## src/rtl/osd_timer_pkg.sv

```systemverilog
package osd_timer_pkg;

   typedef enum logic [1:0] {
      VS_WAIT = 2'd0,
      VS_DRAW = 2'd1,
      VS_DONE = 2'd2
   } vscan_state_e;

   function automatic int unsigned floor_one(input int unsigned code);
      return (code == 0) ? 1 : code;
   endfunction

endpackage

```

## src/rtl/osd_flyback_edge.sv

```systemverilog
module osd_flyback_edge #(
   parameter int STAGES = 1
) (
   input  logic clk,
   input  logic rst_n,
   input  logic strobe_n,
   output logic lead_edge
);
   logic [STAGES-1:0] chain;
   logic              prev_lvl;

   for (genvar i = 0; i < STAGES; i++) begin : g_stage
      if (i == 0) begin : g_first
         always_ff @(posedge clk or negedge rst_n) begin
            if (!rst_n) chain[i] <= 1'b1;
            else        chain[i] <= strobe_n;
         end
      end else begin : g_next
         always_ff @(posedge clk or negedge rst_n) begin
            if (!rst_n) chain[i] <= 1'b1;
            else        chain[i] <= chain[i-1];
         end
      end
   end

   always_ff @(posedge clk or negedge rst_n) begin
      if (!rst_n) prev_lvl <= 1'b1;
      else        prev_lvl <= chain[STAGES-1];
   end

   assign lead_edge = prev_lvl & ~chain[STAGES-1];

endmodule

```

## src/rtl/osd_hscan.sv

```systemverilog
module osd_hscan
   import osd_timer_pkg::*;
#(
   parameter int HCODE_W   = 7,
   parameter int HFIX      = 47,
   parameter int HSTEP     = 5,
   parameter int N_COLS    = 30,
   parameter int CHAR_DOTS = 10,
   localparam int COL_W    = $clog2(N_COLS),
   localparam int DOT_W    = $clog2(CHAR_DOTS),
   localparam int HC_W     = $clog2(HFIX + ((1 << HCODE_W) - 1) * HSTEP + N_COLS * CHAR_DOTS + 2)
) (
   input  logic               clk,
   input  logic               rst_n,
   input  logic               line_start,
   input  logic [HCODE_W-1:0] hstart_code,
   output logic               h_on,
   output logic [COL_W-1:0]   h_col,
   output logic [DOT_W-1:0]   h_dot
);
   localparam logic [HC_W-1:0]  HC_MAX   = '1;
   localparam logic [COL_W-1:0] LAST_COL = COL_W'(N_COLS - 1);
   localparam logic [DOT_W-1:0] LAST_DOT = DOT_W'(CHAR_DOTS - 1);

   logic [HC_W-1:0] dot_cnt;
   logic [HC_W-1:0] start_m1;

   assign start_m1 = HC_W'(HFIX) + HC_W'(floor_one(int'(hstart_code))) * HC_W'(HSTEP) - HC_W'(1);

   always_ff @(posedge clk or negedge rst_n) begin
      if (!rst_n) begin
         dot_cnt <= '0;
      end else if (line_start) begin
         dot_cnt <= '0;
      end else if (dot_cnt != HC_MAX) begin
         dot_cnt <= dot_cnt + HC_W'(1);
      end
   end

   always_ff @(posedge clk or negedge rst_n) begin
      if (!rst_n) begin
         h_on  <= 1'b0;
         h_col <= '0;
         h_dot <= '0;
      end else if (line_start) begin
         h_on  <= 1'b0;
         h_col <= '0;
         h_dot <= '0;
      end else if (dot_cnt == start_m1) begin
         h_on  <= 1'b1;
         h_col <= '0;
         h_dot <= '0;
      end else if (h_on) begin
         if (h_dot == LAST_DOT) begin
            h_dot <= '0;
            if (h_col == LAST_COL) begin
               h_on  <= 1'b0;
               h_col <= '0;
            end else begin
               h_col <= h_col + COL_W'(1);
            end
         end else begin
            h_dot <= h_dot + DOT_W'(1);
         end
      end
   end

endmodule

```

## src/rtl/osd_vscan.sv

```systemverilog
module osd_vscan
   import osd_timer_pkg::*;
#(
   parameter int VCODE_W    = 8,
   parameter int VFIX       = 1,
   parameter int VSTEP      = 4,
   parameter int N_ROWS     = 15,
   parameter int CH_W       = 6,
   parameter int CH_MIN     = 16,
   parameter int FONT_LINES = 16,
   localparam int ROW_W     = $clog2(N_ROWS),
   localparam int FL_W      = $clog2(FONT_LINES),
   localparam int LIR_W     = CH_W + 1,
   localparam int ACC_W     = CH_W + 1,
   localparam int VL_W      = $clog2(VFIX + ((1 << VCODE_W) - 1) * VSTEP + 2)
) (
   input  logic               clk,
   input  logic               rst_n,
   input  logic               frame_start,
   input  logic               line_start,
   input  logic [VCODE_W-1:0] vstart_code,
   input  logic [CH_W-1:0]    row_height,
   input  logic [N_ROWS-1:0]  row_dbl_h,
   output logic               v_on,
   output logic [ROW_W-1:0]   v_row,
   output logic [FL_W-1:0]    v_font
);
   localparam logic [VL_W-1:0]  VL_MAX   = '1;
   localparam logic [ROW_W-1:0] LAST_ROW = ROW_W'(N_ROWS - 1);

   vscan_state_e     state;
   logic [VL_W-1:0]  line_cnt;
   logic [LIR_W-1:0] row_line;
   logic [CH_W-1:0]  acc;
   logic             half;
   logic [CH_W-1:0]  ch_eff;
   logic             dbl;
   logic [LIR_W-1:0] span_m1;
   logic [VL_W:0]    first_line;
   logic [ACC_W-1:0] acc_sum;
   logic             font_step;

   assign ch_eff     = (int'(row_height) < CH_MIN) ? CH_W'(CH_MIN) : row_height;
   assign dbl        = row_dbl_h[v_row];
   assign span_m1    = dbl ? ({ch_eff, 1'b0} - LIR_W'(1)) : ({1'b0, ch_eff} - LIR_W'(1));
   assign first_line = (VL_W+1)'(VFIX) + (VL_W+1)'(floor_one(int'(vstart_code))) * (VL_W+1)'(VSTEP);
   assign acc_sum    = {1'b0, acc} + ACC_W'(FONT_LINES);
   assign font_step  = (acc_sum >= {1'b0, ch_eff});

   always_ff @(posedge clk or negedge rst_n) begin
      if (!rst_n) begin
         state    <= VS_WAIT;
         line_cnt <= '0;
         row_line <= '0;
         v_row    <= '0;
         v_font   <= '0;
         acc      <= '0;
         half     <= 1'b0;
      end else if (frame_start) begin
         state    <= VS_WAIT;
         line_cnt <= '0;
      end else if (line_start) begin
         if (line_cnt != VL_MAX) line_cnt <= line_cnt + VL_W'(1);
         unique case (state)
            VS_WAIT: begin
               if (({1'b0, line_cnt} + (VL_W+1)'(1)) == first_line) begin
                  state    <= VS_DRAW;
                  v_row    <= '0;
                  row_line <= '0;
                  v_font   <= '0;
                  acc      <= '0;
                  half     <= 1'b0;
               end
            end
            VS_DRAW: begin
               if (row_line == span_m1) begin
                  row_line <= '0;
                  v_font   <= '0;
                  acc      <= '0;
                  half     <= 1'b0;
                  if (v_row == LAST_ROW) state <= VS_DONE;
                  else                   v_row <= v_row + ROW_W'(1);
               end else begin
                  row_line <= row_line + LIR_W'(1);
                  if (dbl && !half) begin
                     half <= 1'b1;
                  end else begin
                     half <= 1'b0;
                     if (font_step) begin
                        acc    <= CH_W'(acc_sum - {1'b0, ch_eff});
                        v_font <= v_font + FL_W'(1);
                     end else begin
                        acc <= CH_W'(acc_sum);
                     end
                  end
               end
            end
            default: ;
         endcase
      end
   end

   assign v_on = (state == VS_DRAW);

endmodule

```

## src/rtl/osd_cell_timer.sv

```systemverilog
module osd_cell_timer
   import osd_timer_pkg::*;
#(
   parameter int N_ROWS      = 15,
   parameter int N_COLS      = 30,
   parameter int CHAR_DOTS   = 10,
   parameter int FONT_LINES  = 16,
   parameter int VCODE_W     = 8,
   parameter int HCODE_W     = 7,
   parameter int CH_W        = 6,
   parameter int CH_MIN      = 16,
   parameter int VFIX        = 1,
   parameter int VSTEP       = 4,
   parameter int HFIX        = 47,
   parameter int HSTEP       = 5,
   parameter int SYNC_STAGES = 1,
   localparam int ROW_W      = $clog2(N_ROWS),
   localparam int COL_W      = $clog2(N_COLS),
   localparam int DOT_W      = $clog2(CHAR_DOTS),
   localparam int FL_W       = $clog2(FONT_LINES),
   localparam int WDOT_W     = DOT_W + 1
) (
   input  logic               clk,
   input  logic               rst_n,
   input  logic               hflb_n,
   input  logic               vflb_n,
   input  logic [VCODE_W-1:0] vstart_code,
   input  logic [HCODE_W-1:0] hstart_code,
   input  logic [CH_W-1:0]    row_height,
   input  logic [N_ROWS-1:0]  row_dbl_h,
   input  logic [N_ROWS-1:0]  row_dbl_w,
   output logic               disp_active,
   output logic [ROW_W-1:0]   mem_row,
   output logic [COL_W-1:0]   char_col,
   output logic [FL_W-1:0]    font_line,
   output logic [DOT_W-1:0]   dot_idx
);
   initial begin
      assert (CH_MIN >= FONT_LINES) else $error("CH_MIN must not be below FONT_LINES");
      assert (N_COLS % 2 == 0)      else $error("N_COLS must be even for double width");
      assert (SYNC_STAGES >= 1)     else $error("SYNC_STAGES must be at least 1");
      assert (CH_MIN < (1 << CH_W)) else $error("CH_MIN does not fit CH_W");
   end

   logic             h_lead, v_lead;
   logic             h_on, v_on;
   logic [COL_W-1:0] h_col;
   logic [DOT_W-1:0] h_dot;
   logic [ROW_W-1:0] v_row;
   logic [FL_W-1:0]  v_font;

   osd_flyback_edge #(.STAGES(SYNC_STAGES)) u_hedge (
      .clk(clk), .rst_n(rst_n), .strobe_n(hflb_n), .lead_edge(h_lead)
   );

   osd_flyback_edge #(.STAGES(SYNC_STAGES)) u_vedge (
      .clk(clk), .rst_n(rst_n), .strobe_n(vflb_n), .lead_edge(v_lead)
   );

   osd_hscan #(
      .HCODE_W(HCODE_W), .HFIX(HFIX), .HSTEP(HSTEP),
      .N_COLS(N_COLS), .CHAR_DOTS(CHAR_DOTS)
   ) u_hscan (
      .clk(clk), .rst_n(rst_n), .line_start(h_lead), .hstart_code(hstart_code),
      .h_on(h_on), .h_col(h_col), .h_dot(h_dot)
   );

   osd_vscan #(
      .VCODE_W(VCODE_W), .VFIX(VFIX), .VSTEP(VSTEP), .N_ROWS(N_ROWS),
      .CH_W(CH_W), .CH_MIN(CH_MIN), .FONT_LINES(FONT_LINES)
   ) u_vscan (
      .clk(clk), .rst_n(rst_n), .frame_start(v_lead), .line_start(h_lead),
      .vstart_code(vstart_code), .row_height(row_height), .row_dbl_h(row_dbl_h),
      .v_on(v_on), .v_row(v_row), .v_font(v_font)
   );

   logic              act;
   logic              wide;
   logic [WDOT_W-1:0] wide_dot;
   logic [COL_W-1:0]  col_sel;
   logic [DOT_W-1:0]  dot_sel;

   assign act      = v_on & h_on;
   assign wide     = row_dbl_w[v_row];
   assign wide_dot = (h_col[0] ? WDOT_W'(CHAR_DOTS) : '0) + {1'b0, h_dot};
   assign col_sel  = wide ? {h_col[COL_W-1:1], 1'b0} : h_col;
   assign dot_sel  = wide ? wide_dot[WDOT_W-1:1] : h_dot;

   assign disp_active = act;
   assign mem_row     = act ? v_row   : '0;
   assign char_col    = act ? col_sel : '0;
   assign font_line   = act ? v_font  : '0;
   assign dot_idx     = act ? dot_sel : '0;

endmodule

```

## config.mk

```make
export PLATFORM = sky130hd
export DESIGN_NAME = osd_cell_timer
export DESIGN_NICKNAME = d
export VERILOG_FILES = /design/src/rtl/osd_timer_pkg.sv /design/src/rtl/osd_flyback_edge.sv /design/src/rtl/osd_hscan.sv /design/src/rtl/osd_vscan.sv /design/src/rtl/osd_cell_timer.sv
export SDC_FILE = /design/constraint.sdc
export NUM_CORES = 1
export LEC_CHECK = 0
export ABC_AREA = 1
export ABC_CLOCK_PERIOD_IN_PS = 6850
export BUFFER_PORTS_ARGS = -buffer_cell sky130_fd_sc_hd__buf_2
export CAP_MARGIN = 0
export CORE_MARGIN = 5
export CORE_UTILIZATION = 60
export DETAILED_ROUTE_END_ITERATION = 8
export PLACE_DENSITY = 0.9
export SYNTH_ARGS = -nofsm -noshare
export SYNTH_HDL_FRONTEND = slang
export SYNTH_SLANG_ARGS = --single-unit
```

## constraint.sdc

```tcl
create_clock -name clk -period 6.85 [get_ports clk]
set_clock_uncertainty 0.2 [all_clocks]
set_input_delay 0.3425 -clock clk [delete_from_list [all_inputs] [get_ports clk]]
set_output_delay 0.3425 -clock clk [all_outputs]
set_load 0.03 [all_outputs]
```

==> flow_summary.toml, run 1 <==
[yosys]
yosysSeqAreaShare_pct = 29.0
synthArstFlopShare_pct = 100
synthFlopType = "dfrtp_1"
avgSynthCellArea_um2 = 6.73
synth_common_cells = "193 x nand2_1, 118 x inv_1, 78 x nand3_1"
synth_cells = 746
ys_top_cells_by_area = "dfrtp_1 27%, nand2_1 14%, inv_1 8.8%"
syn-num-nets = 839
synth_edf_count = 0
yosys.cell_count.top_type = "nand2_1"
synth_top_area_share_pct = 26.9
ys_types = 40
yosysWarnings = 0
syn-cell-area_um2 = 5020
yosysTopAreaCell = "dfrtp_1"
ys_ff_latch = 58

[routing]
drt-initial-drc-count = 365
drt_wl_total_mm = 12.7
avgRoutedWirePerCell_um = 13.7
drt_pass1_iterations = 6
antenna_left = 0
num_vias = 5124
vias_per_cell = 5.52
route.detailed.drc = 0

[setup_path]
cp_slowest_cell = "fa_1"
path_depth = 20
path_cells = "buf_2, nor2_1, nand3_1, nand2_1, inv_1, fa_1, inv_1, fa_1, xnor2_1, nand2_1, nor3_1, nand3_1, nor2_1, nand3_1, nor2_1, nand2_1, nand2_1, nor2_1, nand2_1, o21ai_0"
cp_top_family = "simple AND/OR/NAND/NOR gates"
cpMostUsedCell = "nand2_1"
cpPeakStageDelay_ns = 0.55
required_ns = 6.86
crit_buf_inv = 3
cp-start-kind = "input pin"
cp.arrival_ns = 3.64
rr_worst_depth = 19
path_class = "in -> reg"
worstPathMaxFanout = 8
cp-end-kind = "flip-flop"

[layout]
multiInputGateArea_um2 = 3030
antenna_cells = 0
fillCellCount = 670
nets = 912
seq_area_um2 = 1460
drive_above_1_share_pct = 14.2
syn_to_final_growth_pct = 12.7
fin_util_pct = 69.3

[clocking]
cts-root-buf = "clkbuf_8"
path_clk_slew_ns = 0.07
cts_max_path_buffers = 2
numCtsBuffers = 9
post_cts_resized = 0
cts_htree_levels = 3
cts.sinks = 58
clk_latency_ns = 0.34
tritoncts = "yes"

[timing]
slew_headroom_pct = 42.9
hold_viol = 0
finalCritPeriodShare_pct = 53.1
fin_crit_ns = 3.64
max_freq_mhz = 275
max_slew.worst_pin.slew_ns = 0.854
setup_violations = 0
slew_violations = 0
finalSetupTns_ns = 0
rsz0062_at_grt = "false"

[placement]
hpwlAfterDp_mm = 9.53
gp_congestion = 0.914
io_buffers = 72

[job]
max-cap-violations = 0

[power]
p_leak_uw = 0.00307
peakVddDrop_mv = 0.122
power_density_nw_per_um2 = 179

[die]
coreArea_um2 = 8180
fp.dieW_um = 101
num_rows = 33
start_util_pct = 61.4
dieArea_um2 = 10300
die_h_um = 101
ios = 73

[outcome]
status = "completed"

[worst_hold_path]
min_path_type = "reg -> reg"
min_path_cells = 0

[global_route]
grt_pass1_vias = 4909
grt_max_degree = 59
grt_first_pass_wirelength_mm = 21.7
grt_util_all_layers_pct = 25.7
antenna_found_initial = 0
grt-ovfl-total = 0
cells in the final DEF, fill, tap and decap left out, types with 2 or more instances in the layout:
cell type	n
a21oi_1	18
a221oi_1	2
a31oi_1	2
buf_2	72
clkbuf_8	9
clkinv_2	4
dfrtp_1	54
dfstp_2	4
dlygate4sd3_1	3
fa_1	5
ha_1	33
inv_1	118
inv_2	5
nand2_1	193
nand2_2	2
nand2_4	3
nand3_1	78
nand3_2	3
nand3_4	2
nand3b_1	2
nand4_1	15
nor2_1	76
nor2_2	5
nor3_1	6
o2111ai_1	5
o21ai_0	47
o22ai_1	9
or2_2	5
xnor2_1	12
xor2_1	17
worst paths after layout:
kind | from | to | slack [ns]
min | u_hedge.chain$_DFF_PN1_ | u_hedge.prev_lvl$_DFF_PN1_ | 0.17
max in group asynchronous | rst_n | u_vscan.v_row[1]$_DFFE_PN0P_ | 5.46
max reg2reg | u_vscan.v_row[0]$_DFFE_PN0P_ | u_vscan.acc[2]$_DFFE_PN0P_ | 3.81
min reg2reg | u_hedge.chain$_DFF_PN1_ | u_hedge.prev_lvl$_DFF_PN1_ | 0.17
max | hstart_code[2] | u_hscan.h_dot[3]$_DFFE_PN0P_ | 3.21
min in group asynchronous | rst_n | u_hscan.dot_cnt[8]$_DFFE_PN0P_ | 0.48
cell families after synthesis:
logic type / count (synthesis) / synth area share, %
and+or+nand+nor: 393 / 34.5
buffers and inverters: 137 / 10.7
AOI/OAI and AO/OA: 90 / 10.1
DFF: 58 / 29.0
adders and majority gates: 38 / 10.2
xor gates and xnor gates: 30 / 5.51
state kept, by name, indices dropped and copies added, names as in the netlist:
register / flops
u_hscan.h_col: 5
u_vscan.half: 1
u_vedge.prev_lvl: 1
u_hscan.h_on: 1
u_vscan.acc: 6
u_vscan.v_row: 4
u_vscan.line_cnt: 10
u_hedge.prev_lvl: 1
u_vscan.v_font: 4
u_hscan.dot_cnt: 10
u_hscan.h_dot: 4
u_vscan.state: 2
u_vscan.row_line: 7
u_vedge.chain: 1
u_hedge.chain: 1
per-stage QoR:
stage	area (µm²)	hold WS, ns	setup slack (ns)	instances	total power [µW]
after global routing	5660	0.181	2.93	929	1080
final	5660	0.175	3.21	929	1020
after floorplan	5020	-0.153	3.52	746	620
after detailed placement	5450	0.166	2.92	910	700
after global placement	5450	0.158	3.17	910	683
after CTS	5660	0.176	3.24	929	1010
routing by layer:
layer  GRT usage [%]  routed length (µm)  vias up
met5               0                   0        -
met4            7.36                 193        0
met3            5.65                1010       22
met2            44.2                6150      220
met1            32.6                5400     2332
li1                -                   -     2550
where the power goes:
part / leakage (µW) / internal [µW] / switching, µW / total (µW)
registers: 0.000747 / 372 / 37.8 / 410
clock network: 0.0000958 / 165 / 144 / 310
logic: 0.00223 / 120 / 175 / 295
layout make-up:
class	count	area share, %
multi-input cells	551	53.5
well taps	105	2.32
flip-flops and latches	58	25.7
clock inverters	6	1.02
repair buffers	76	7.03
inverters	123	8.15
clock buffers	10	2.25
repair_timing:
| action | CTS | global route |
|---|---|---|
| endpoints found under the setup margin | 0 | 0 |
| hold buffers | 3 | 0 |
| buffers inserted | 0 | 0 |
| hold endpoints to repair | 54 | 0 |
(Power assumes the default switching activity.)
==> run 2, diff against run 1 <==
--- a/config.mk
+++ b/config.mk
@@ -6,13 +6,13 @@
 export NUM_CORES = 1
 export LEC_CHECK = 0
 export ABC_AREA = 1
-export ABC_CLOCK_PERIOD_IN_PS = 6850
+export ABC_CLOCK_PERIOD_IN_PS = 3500
 export BUFFER_PORTS_ARGS = -buffer_cell sky130_fd_sc_hd__buf_2
 export CAP_MARGIN = 0
 export CORE_MARGIN = 5
-export CORE_UTILIZATION = 60
+export CORE_UTILIZATION = 59
 export DETAILED_ROUTE_END_ITERATION = 8
-export PLACE_DENSITY = 0.9
+export PLACE_DENSITY = 0.89
 export SYNTH_ARGS = -nofsm -noshare
 export SYNTH_HDL_FRONTEND = slang
 export SYNTH_SLANG_ARGS = --single-unit
==> constraint.sdc (replaced) <==
create_clock -name clk -period 3.5 [get_ports clk]
set_clock_uncertainty 0.2 [all_clocks]
set_input_delay 0.175 -clock clk [delete_from_list [all_inputs] [get_ports clk]]
set_output_delay 0.175 -clock clk [all_outputs]
set_load 0.03 [all_outputs]
==> flow_summary.toml, run 2 (synthesis results as in run 1) <==
[outcome]
status = "completed"

[timing]
fin_crit_ns = 3.26
max_slew.worst_pin.slew_ns = 0.777
finalCritPeriodShare_pct = 93.0
hold_viol = 0
rsz0062_at_grt = "false"
setup_violations = 0
slew_headroom_pct = 47.9
max_freq_mhz = 307
finalSetupTns_ns = 0
slew_violations = 0
fin_hold_ws_ns = 0.166

[global_route]
grt-ovfl-total = 0
antenna_found_initial = 0
grt_util_all_layers_pct = 26.0
grt_pass1_vias = 5150
grt_max_degree = 34
grt_first_pass_wirelength_mm = 22.1

[layout]
reg_top3 = "u_hscan.dot_cnt x10, u_vscan.line_cnt x10, u_vscan.row_line x7"
final_common_cell = "nand2_1"
nets = 916
antenna_cells = 0
fin_util_pct = 69.5
fillCellCount = 677
final_cell_mix = "193 x nand2_1, 118 x inv_1, 78 x nand3_1"
drive_above_1_share_pct = 14.7
syn_to_final_growth_pct = 14.3

[setup_path]
cp-end-kind = "flip-flop"
rr_endpoint = "u_vscan.acc[0]$_DFFE_PN0P_"
rr_worst_depth = 18
crit_path_end = "u_hscan.h_col[3]$_DFFE_PN0P_"
required_ns = 3.52
path_class = "in -> reg"
cp-start-kind = "input pin"
cp.arrival_ns = 3.28
rr_startpoint = "u_vscan.v_row[0]$_DFFE_PN0P_"
critPathLaunch = "hstart_code[1]"
worstPathMaxFanout = 5
rrSetupSlack_ns = 0.44

[power]
power_density_nw_per_um2 = 372
p_leak_uw = 0.00312
peakVddDrop_mv = 0.280
p_int_uw = 1440
p_sw_uw = 700
seqPwrFrac_pct = 37.5
p_clk_share_pct = 35.2
switching_share_pct = 32.8
pwr-share-comb_pct = 27.2

[placement]
io_buffers = 72
hpwlAfterDp_mm = 9.87
gp_congestion = 0.900

[die]
dieArea_um2 = 10500
ios = 73
coreArea_um2 = 8260
fp.dieW_um = 102
start_util_pct = 60.8
die_h_um = 102
num_rows = 33

[routing]
drt_wl_total_mm = 13.0
route.detailed.drc = 0
num_vias = 5197
drt_pass1_iterations = 5
top_layer = "met4"
vias_per_cell = 5.57
wl_met1_mm = 5.65
met3_length_um = 782
wl_met2_mm = 6.37
antenna_left = 0
avgRoutedWirePerCell_um = 14.0
drt-initial-drc-count = 325

[clocking]
tritoncts = "yes"
numCtsBuffers = 9
cts.sinks = 58
cts_htree_levels = 3
cts_max_path_buffers = 2
path_clk_slew_ns = 0.07
postCtsSetupBuffers = 0
cts-root-buf = "clkbuf_8"
clk_latency_ns = 0.34

[job]
max-cap-violations = 0

[worst_hold_path]
min_path_type = "reg -> reg"
## run 2: cell types whose count changed in the layout (fill, tap and decap cells not counted), sizes merged
| cell | change |
|---|---|
| clkinvlp | -1 |
| buf | +4 |
| clkinv | -1 |
| bufinv | +2 |
## run 2: what timing repair did
| action | in CTS | in global routing |
|---|---|---|
| setup endpoints to repair | 0 | 1 |
| endpoints found under the hold margin | 27 | 0 |
| hold buffers | 3 | 0 |
| gates resized for setup | 0 | 1 |
## run 2: final cells by class
cell class / instances / area [µm²] / area share [%]
Timing Repair Buffer: 80 / 428 / 7.45
Inverter: 123 / 462 / 8.04
Tap cell: 105 / 131 / 2.29
Multi-Input combinational cell: 551 / 3030 / 52.8
Clock inverter: 6 / 105 / 1.83
Clock buffer: 10 / 128 / 2.22
Sequential cell: 58 / 1460 / 25.4
## run 2: layer usage
layer	up-vias	global-route usage, %
met5	-	0
met1	2433	32.2
met2	184	46.7
met4	0	8.88
li1	2557	-
met3	23	2.94
## run 2: worst min-delay path by stage
stage | start | endpoint | slack, ns | cells after the start
2_1_floorplan | rst_n | u_hscan.dot_cnt[0]$_DFFE_PN0P_ | -0.32 | 0
3_3_place_gp | rst_n | u_vscan.acc[4]$_DFFE_PN0P_ | 0.03 | 1
3_5_place_dp | rst_n | u_vscan.v_font[3]$_DFFE_PN0P_ | 0.04 | 1
4_1_cts | u_vedge.chain$_DFF_PN1_ | u_vedge.prev_lvl$_DFF_PN1_ | 0.17 | 0
5_1_grt | u_vedge.chain$_DFF_PN1_ | u_vedge.prev_lvl$_DFF_PN1_ | 0.17 | 0
6_report | u_vedge.chain$_DFF_PN1_ | u_vedge.prev_lvl$_DFF_PN1_ | 0.17 | 0
## run 2: power by group through the flow
stage	registers (µW)	clock network (µW)	logic, µW
after global placement	808	0	532
after CTS	800	756	574
after floorplan	791	0	421
after detailed placement	811	0	565
final	802	752	582
after global routing	812	786	658
## run 2: critical path, cell delays in order
cell     delay [ns]
buf_2          0.14
nor2_1         0.11
nand3_1        0.08
nand2_1        0.10
inv_1          0.09
fa_1           0.54
inv_1          0.07
fa_1           0.55
xnor2_1        0.12
nand2_1        0.10
nor3_1         0.20
nand3_1        0.11
nor2_1         0.15
nand3_1        0.10
nor2_1         0.10
nand2_1        0.12
nand2_1        0.12
buf_4          0.15
nor2_1         0.04
nand2_1        0.06
nand2_1        0.05
## run 2: stage by stage
step | cells | power, µW | area (µm²) | setup slack [ns]
after floorplan | 746 | 1210 | 5020 | 0.336
after global placement | 914 | 1340 | 5480 | 0.185
after detailed placement | 914 | 1380 | 5480 | -0.0152
after CTS | 933 | 2130 | 5740 | 0.304
after global routing | 933 | 2260 | 5740 | 0.0265
final | 933 | 2140 | 5740 | 0.245
